$ cat src/rtl/dbgf_pkg.sv
package dbgf_pkg;
  localparam int REG_W      = 32;
  localparam int N_TIM_LO   = 2;
  localparam int N_TIM_MID  = 4;
  localparam int N_TIM_HI   = 6;
  localparam int N_TIM      = N_TIM_LO + N_TIM_MID + N_TIM_HI;
  localparam int N_TIM_ADV  = N_TIM_MID + N_TIM_HI;
  localparam int TW_W       = 3;
  localparam logic [REG_W-1:0] WR_MASK = 32'h7E3F_DBE7;

  typedef enum logic [1:0] {
    LP_RUN     = 2'd0,
    LP_SLEEP   = 2'd1,
    LP_STOP    = 2'd2,
    LP_STANDBY = 2'd3
  } lp_mode_e;

  typedef struct packed {
    logic core_en;
    logic bus_en;
    logic rc_src;
    logic pwr_on;
  } clk_ctl_t;

  function automatic clk_ctl_t lp_clocks(lp_mode_e m, logic [2:0] keep);
    clk_ctl_t c;
    case (m)
      LP_SLEEP:   c = '{core_en: 1'b1, bus_en: keep[0], rc_src: 1'b0, pwr_on: 1'b1};
      LP_STOP:    c = '{core_en: keep[1], bus_en: keep[1], rc_src: keep[1], pwr_on: 1'b1};
      LP_STANDBY: c = '{core_en: keep[2], bus_en: keep[2], rc_src: keep[2], pwr_on: keep[2]};
      default:    c = '{core_en: 1'b1, bus_en: 1'b1, rc_src: 1'b0, pwr_on: 1'b1};
    endcase
    return c;
  endfunction

  function automatic logic [TW_W-1:0] trace_lines(logic en, logic [1:0] mode);
    if (!en || mode == 2'd0) return '0;
    return TW_W'(3'd1 << (mode - 2'd1));
  endfunction
endpackage

$ cat src/rtl/dbgf_cfg_reg.sv
module dbgf_cfg_reg
  import dbgf_pkg::*;
(
  input  logic             clk,
  input  logic             por_n,
  input  logic             we,
  input  logic [REG_W-1:0] wdata,
  output logic [REG_W-1:0] q
);
  always_ff @(posedge clk) begin
    if (!por_n)  q <= '0;
    else if (we) q <= wdata & WR_MASK;
  end
endmodule

$ cat src/rtl/dbgf_freeze.sv
module dbgf_freeze
  import dbgf_pkg::*;
(
  input  logic                 clk,
  input  logic                 rst_n,
  input  logic                 halted,
  input  logic [N_TIM-1:0]     tim_en,
  input  logic [1:0]           wdg_en,
  input  logic [1:0]           can_en,
  input  logic [1:0]           smb_en,
  output logic [N_TIM-1:0]     tim_stop,
  output logic [N_TIM_ADV-1:0] tim_out_dis,
  output logic [1:0]           wdg_stop,
  output logic [1:0]           can_hold,
  output logic [1:0]           smb_hold
);
  always_ff @(posedge clk) begin
    if (!rst_n) begin
      tim_stop <= '0;
      wdg_stop <= '0;
      can_hold <= '0;
      smb_hold <= '0;
    end else begin
      tim_stop <= halted ? tim_en : '0;
      wdg_stop <= halted ? wdg_en : '0;
      can_hold <= halted ? can_en : '0;
      smb_hold <= halted ? smb_en : '0;
    end
  end

  // advanced timers are the upper entries of the timer vector
  for (genvar i = 0; i < N_TIM_ADV; i++) begin : g_odis
    assign tim_out_dis[i] = tim_stop[N_TIM_LO + i];
  end
endmodule

$ cat src/rtl/dbgf_lp_ctl.sv
module dbgf_lp_ctl
  import dbgf_pkg::*;
(
  input  logic       clk,
  input  logic       por_n,
  input  logic [1:0] lp_mode,
  input  logic [2:0] keep,
  output logic       core_clk_en,
  output logic       bus_clk_en,
  output logic       clk_src_rc,
  output logic       dom_pwr_on,
  output logic       sb_rst_req
);
  lp_mode_e mode_now, mode_prev;
  clk_ctl_t ctl;

  assign mode_now = lp_mode_e'(lp_mode);
  assign ctl      = lp_clocks(mode_now, keep);

  assign core_clk_en = ctl.core_en;
  assign bus_clk_en  = ctl.bus_en;
  assign clk_src_rc  = ctl.rc_src;
  assign dom_pwr_on  = ctl.pwr_on;

  // previous mode is kept across system reset so the pulse cannot repeat
  always_ff @(posedge clk) begin
    if (!por_n) mode_prev <= LP_RUN;
    else        mode_prev <= mode_now;
  end

  assign sb_rst_req = keep[2] && (mode_now == LP_STANDBY) && (mode_prev != LP_STANDBY);
endmodule

$ cat src/rtl/dbg_freeze_ctrl.sv
module dbg_freeze_ctrl
  import dbgf_pkg::*;
(
  input  logic                 clk,
  input  logic                 por_n,
  input  logic                 sys_rst_n,
  input  logic                 wr_en,
  input  logic                 rd_en,
  input  logic                 acc_full,
  input  logic [REG_W-1:0]     wr_data,
  output logic [REG_W-1:0]     rd_data,
  input  logic                 core_halted,
  input  logic [1:0]           lp_mode,
  output logic [N_TIM-1:0]     tim_stop,
  output logic [N_TIM_ADV-1:0] tim_out_dis,
  output logic                 wwdg_stop,
  output logic                 iwdg_stop,
  output logic [1:0]           can_rx_hold,
  output logic [1:0]           smb_to_hold,
  output logic                 trace_pins_en,
  output logic                 trace_sync,
  output logic [TW_W-1:0]      trace_width,
  output logic                 core_clk_en,
  output logic                 bus_clk_en,
  output logic                 clk_src_rc,
  output logic                 dom_pwr_on,
  output logic                 sb_rst_req
);
  logic [REG_W-1:0] cfg_q;
  logic             cfg_we;
  logic             frz_rst_n;
  logic [N_TIM-1:0] tim_en;
  logic [1:0]       wdg_stop;

  assign cfg_we    = wr_en && acc_full;
  assign frz_rst_n = por_n && sys_rst_n;
  assign rd_data   = (rd_en && acc_full) ? cfg_q : '0;

  dbgf_cfg_reg u_cfg (
    .clk  (clk),
    .por_n(por_n),
    .we   (cfg_we),
    .wdata(wr_data),
    .q    (cfg_q)
  );

  assign tim_en = {cfg_q[30:25], cfg_q[20:17], cfg_q[12:11]};

  dbgf_freeze u_frz (
    .clk        (clk),
    .rst_n      (frz_rst_n),
    .halted     (core_halted),
    .tim_en     (tim_en),
    .wdg_en     (cfg_q[9:8]),
    .can_en     ({cfg_q[21], cfg_q[14]}),
    .smb_en     (cfg_q[16:15]),
    .tim_stop   (tim_stop),
    .tim_out_dis(tim_out_dis),
    .wdg_stop   (wdg_stop),
    .can_hold   (can_rx_hold),
    .smb_hold   (smb_to_hold)
  );
  assign wwdg_stop = wdg_stop[1];
  assign iwdg_stop = wdg_stop[0];

  assign trace_pins_en = cfg_q[5];
  assign trace_sync    = cfg_q[5] && (cfg_q[7:6] != 2'd0);
  assign trace_width   = trace_lines(cfg_q[5], cfg_q[7:6]);

  dbgf_lp_ctl u_lp (
    .clk        (clk),
    .por_n      (por_n),
    .lp_mode    (lp_mode),
    .keep       (cfg_q[2:0]),
    .core_clk_en(core_clk_en),
    .bus_clk_en (bus_clk_en),
    .clk_src_rc (clk_src_rc),
    .dom_pwr_on (dom_pwr_on),
    .sb_rst_req (sb_rst_req)
  );
endmodule

$ cat config.mk
export PLATFORM = sky130hd
export DESIGN_NAME = dbg_freeze_ctrl
export DESIGN_NICKNAME = d
export VERILOG_FILES = /design/src/rtl/dbgf_pkg.sv /design/src/rtl/dbgf_cfg_reg.sv /design/src/rtl/dbgf_freeze.sv /design/src/rtl/dbgf_lp_ctl.sv /design/src/rtl/dbg_freeze_ctrl.sv
export SDC_FILE = /design/constraint.sdc
export NUM_CORES = 1
export LEC_CHECK = 0
export BUFFER_PORTS_ARGS = -buffer_cell sky130_fd_sc_hd__buf_4
export CORE_MARGIN = 2
export CORE_UTILIZATION = 40
export CTS_BUF_LIST = sky130_fd_sc_hd__clkbuf_8
export CTS_CLUSTER_SIZE = 40
export DETAILED_ROUTE_END_ITERATION = 6
export PLACE_DENSITY = 0.76
export REMOVE_ABC_BUFFERS = 1
export SYNTH_ARGS = -nofsm -noshare
export SYNTH_HDL_FRONTEND = slang
export SYNTH_HIERARCHICAL = 1
export SYNTH_SLANG_ARGS = --single-unit
export TNS_END_PERCENT = 1
$ cat constraint.sdc
create_clock -name clk -period 1.3 [get_ports clk]
set_clock_uncertainty 0.1 [all_clocks]
set_input_delay 0.39 -clock clk [delete_from_list [all_inputs] [get_ports clk]]
set_output_delay 0.39 -clock clk [all_outputs]
set_load 0.05 [all_outputs]
== Word-level counts from Yosys, hierarchy flattened ==
Index checks and enable logic that the tools add are counted.
W data, S select, Z words.
Storage, ports and cells
  register bits after elaboration: 44
  input port bits: 41
  output and inout bits: 70
  word-level logic and storage cells: 28
Cells by class
  $add $sub $neg: 1
  equality and inequality tests: 4
  shift-type cells: 1
  multiplexer cells: 5
  reductions and logical operators: 11
Operators by type and width (number)
  $mux W31: 1
  $pmux W4 S3: 1
  $logic_and A1 B1 Y1: 6
  $mux W3: 2
  $eq A2 B2 Y1 const B: 2
  $shl A1 B2 Y3 const A: 1
  $eq A2 B1 Y1 const B: 1
  $logic_not A2 Y1: 1
  $ne A2 B2 Y1 const B: 1
  $reduce_and A2 Y1: 1
  $reduce_bool A2 Y1: 1
  $sub A2 B1 Y2 const B: 1
  $logic_not A1 Y1: 1
  $logic_or A1 B1 Y1: 1
  $mux W1: 1

== Logic depth before layout (Yosys ltp) ==
  depth in word-level cells: 4
  gate-level depth with buffers: 6
  mapped depth without buffers: 3

== Modules after synthesis ==
The synthesis kept the hierarchy.
Modules (own cells, without submodules)
  dbgf_cfg_reg: instances 1, cells each 86, area each 993.5 sq um, sequential area each 480.5 sq um
  dbgf_freeze: instances 1, cells each 48, area each 576.8 sq um, sequential area each 360.3 sq um
  dbg_freeze_ctrl: instances 1, cells each 44, area each 314.1 sq um, sequential area each 0.0 sq um
  dbgf_lp_ctl: instances 1, cells each 12, area each 103.8 sq um, sequential area each 40.0 sq um

== Least setup slack after synthesis ==
No wires, ideal clock.
  path kind: in2out
  from: input port lp_mode[0]
  to: output port bus_clk_en
  arrival: 1.321 ns
  data required time: 0.810 ns
  slack: -0.511 ns
  stages: 2
  buffers on the path: 0
  path through: mux2i_1 a21oi_1
Between the ends
  longest elaborated chain between the ends: 2
  elaborated cells on any way between the ends: 4
  classes of those cells: eq/ne: 3; mux: 1
RTL lines
  from (decl): RTL line dbg_freeze_ctrl.sv:13  | input logic [1:0] lp_mode,
  $eq A2 B2 Y1 or $eq A2 B1 Y1 (tied branches): RTL line dbgf_pkg.sv:27  | case (m)
  $pmux W4 S3 *: RTL line dbgf_pkg.sv:27
  to (decl): RTL line dbg_freeze_ctrl.sv:24  | output logic bus_clk_en,
Mark *: on every way between the ends. The rest lies on a longest branch, timed or not.

== Worst setup path after layout ==
  from: register u_cfg.q[2]
  to: output port core_clk_en
Between the ends
  longest elaborated chain between the ends: 1
RTL lines
  from (decl): RTL line dbgf_cfg_reg.sv:8  | output logic [REG_W-1:0] q
  from (signal assigned): RTL line dbgf_cfg_reg.sv:12  | else if (we) q <= wdata & WR_MASK;
  $pmux W4 S3: RTL line dbgf_pkg.sv:27
  to (decl): RTL line dbg_freeze_ctrl.sv:23  | output logic core_clk_en,
No other way between the ends.

==> metrics.md <==
| Metric | Value |
|---|---|
| Status | `finished, violations left` |
| Violated checks | `setup timing` |
| Final Worst Setup Slack | `-0.2905 ns` |
| Seq/Total Area, Yosys | `44.30%` |
| ANT nets after route | `0` |
| DRC viols | `0` |
| CTS H-tree depth | `2` |
| Yosys reg bits | `44` |
| Multi-input logic area | `934.6 um2` |
| Fill cells | `409` |
| Int Power | `2.046 mW` |
| Initial Utilization | `41.82%` |
| Clk_lat worst skew | `0.29 ns` |
| Final Hold Fails | `0` |
| Unique masters post-synth | `21` |
| Largest cells by area after synthesis | `dfxtp_1, and3_2, mux2i_1` |
| Num CTS Buffers | `5` |
| Final instance area | `3010 um2` |
| DP HPWL | `3116 um` |
| Reg2Reg Depth | `3` |
| Die Area | `5550 um2` |
| WHS Path Cells | `3` |
| Hold path endpoint | `u_cfg/q[15]$_SDFFE_PN0P_` |
| DR vias/cell | `4.691` |
| Logic gate share of total power | `18.5%` |
| Worst R2R End | `u_cfg/q[2]$_SDFFE_PN0P_` |
| P per Cell Area | `940.3 nW/um2` |
| CP max-delay cell | `dfxtp_4` |
| CP bufs+invs | `1` |
| Reg-to-reg startpoint | `u_cfg/q[2]$_SDFFE_PN0P_` |
| CP Data Required Time | `0.81 ns` |
| Initial DRC count | `57` |
| GRT overflow | `0` |
| EDFF count, synth | `0` |
| Most common cell after layout, fill and taps aside | `buf_6` |
| FMAX | `628.8 MHz` |
| Longest Clk Path Bufs | `2` |
| Syn Std Cell Area | `1988 um2` |
| Hold Buf Count CTS | `0` |
| Via count | `1595` |
| Crit Path Max Fanout | `4` |
| Ys async rst share | `0%` |
| Switch Pwr | `785.2 uW` |
| Register area | `924.6 um2` |
| Hold Path Origin | `wr_data[15]` |
| Arrival time of the worst setup path | `1.10 ns` |
| Vias in the first global route | `1563` |
| Switching Fraction | `27.74%` |
| Max-slew violation count | `0` |
| Synth Instances | `190` |
| Die height | `74.50 um` |
| Cell taking the most area after synthesis | `dfxtp_1` |
| Synth warnings | `6` |
| CTS Root Cell | `clkbuf_8` |
| Critical Path Max Stage Delay | `0.37 ns` |
| R2R setup slack | `0.44 ns` |
| Post-Syn Area per Cell | `10.46 um2` |
| Setup TNS | `-6.698 ns` |
| Top Family by Delay on Critical Path | `flip-flops` |
| First-pass iteration count of the detailed router | `4` |
| Initial antenna violation count | `0` |
| Final wirelength | `4963 um` |
| Post-CTS Setup Inserts | `0` |
| Clock-pin slew on the worst setup and hold paths | `0.08 ns` |
| Most used flip-flop cell after synthesis | `dfxtp_1` |
| Post-synth top area share | `44.30%` |
| Lkg Pwr | `1.457 nW` |
| Layout cells sized above 1 | `66.67%` |
| Setup Crit Path Kind | `reg2out` |
| Pin count of the biggest net entering global routing | `34` |
| CP endpoint kind | `output port` |
| Setup violators final | `49` |
| Maximum Capacitance Violations | `0` |
| Hold Crit Class | `in2reg` |
| IO Pins | `111` |
| Total track usage | `17.65%` |
| CTS Sinks | `44` |
| Setup slack after placement | `-0.3383 ns` |
| Antenna Cells | `0` |
| Worst-margin pin slew | `0.5749 ns` |
| RSZ-0062 raised after global routing | `yes` |
| Worst setup SP type | `register` |
| Core area | `4755 um2` |
| Shortest period the worst path allows | `1.590 ns` |
| Slew headroom | `61.68%` |
| Row cnt | `25` |
| Critical-path cell list | `mux2i_4 -> nand2_1 -> buf_6` |
| Most frequent cells in the layout | `buf_6, buf_4, and3_2` |
| WL per Instance | `14.60 um` |
| Worst VDD drop | `491.7 uV` |
| First-pass GRT wire length | `7376 um` |
| Area growth syn-to-layout | `51.42%` |
| # port buffers | `94` |
| Sequential share of power | `50.4%` |
| Placed instance area | `2611 um2` |
| CTS tree | `done` |
| Die width | `74.50 um` |
| Nets | `313` |
| Final worst-path cycle share | `122.3%` |
| RD Place Congestion | `0.7204` |
| Clock group share of total power | `31.0%` |
sequential cells by signal, indices dropped and copies added (netlist names):
| register | flops |
|---|---|
| u_lp/mode_prev | 2 |
| u_cfg/q | 24 |
| u_frz/can_hold | 2 |
| u_frz/wdg_stop | 2 |
| u_frz/tim_stop | 12 |
| u_frz/smb_hold | 2 |
synthesized netlist by cell type, drive strengths merged (2+ instances only):
cell	n
and3	51
and3b	2
nor2b	25
a21oi	2
clkbuf	5
mux2i	25
buf	26
and2	4
dfxtp	44
layer usage:
layer,up-vias,global-route usage [%],routed length (um)
li1,783,-,-
met1,741,20.55,1973
met2,64,31.37,2618
met3,7,4.336,305
met4,0,6.349,65
met5,-,0,0
repair_timing:
| item | in CTS | in global routing |
|---|---|---|
| gates resized for setup | 49 | 51 |
| endpoints found under the setup margin | 59 | 65 |
| pin swaps | 0 | 1 |
per-stage QoR:
stage	power (mW)	cells	util, %	hold slack [ns]
2_1_floorplan	1.726	166	-	0.3790
3_3_place_gp	1.927	332	54.92	0.3894
3_5_place_dp	1.936	332	54.92	0.3974
4_1_cts	2.834	340	60.32	0.2415
5_1_grt	2.951	340	63.32	0.2489
6_report	2.831	340	63.32	0.2482
area by class of cell:
cell class,count,share of cell area [%]
Clock inverter,2,0.3741
Multi-Input combinational cell,122,31.05
Timing Repair Buffer,99,32.34
Sequential cell,44,30.71
Clock buffer,6,2.743
Tap cell,67,2.785
power groups by stage:
stage	combinational [mW]	sequential (mW)	clock (mW)
after floorplan	0.246	1.48	0
after detailed placement	0.483	1.45	0
after global routing	0.557	1.44	0.959
after CTS	0.505	1.42	0.906
after global placement	0.477	1.45	0
final	0.525	1.43	0.878
how the worst max path moves through the flow:
stage,start,endpoint,slack (ns),cells after the start
3_3_place_gp,acc_full,u_cfg/q[9]$_SDFFE_PN0P_,-0.28,5
5_1_grt,u_cfg/q[2]$_SDFFE_PN0P_,core_clk_en,-0.33,3
2_1_floorplan,lp_mode[0],bus_clk_en,-0.51,2
4_1_cts,u_cfg/q[2]$_SDFFE_PN0P_,bus_clk_en,-0.34,3
6_report,u_cfg/q[2]$_SDFFE_PN0P_,core_clk_en,-0.29,3
3_5_place_dp,acc_full,u_cfg/q[21]$_SDFFE_PN0P_,-0.34,5
tightest hold or removal path: cells and delay by family:
kind | cells | cell delay, ns
mux | 1 | 0.05
buf+inv | 1 | 0.07
simple gates | 1 | 0.09
kinds of logic after synthesis:
group | count (synthesis) | share of synthesized area [%]
multiplexers | 25 | 12.59
AO/OA/AOI/OAI | 3 | 0.8812
other | 1 | 0.1886
flip-flops | 44 | 44.30
AND/OR/NAND/NOR | 86 | 29.83
buffers and inverters | 31 | 12.21
(Power assumes the default switching activity.)
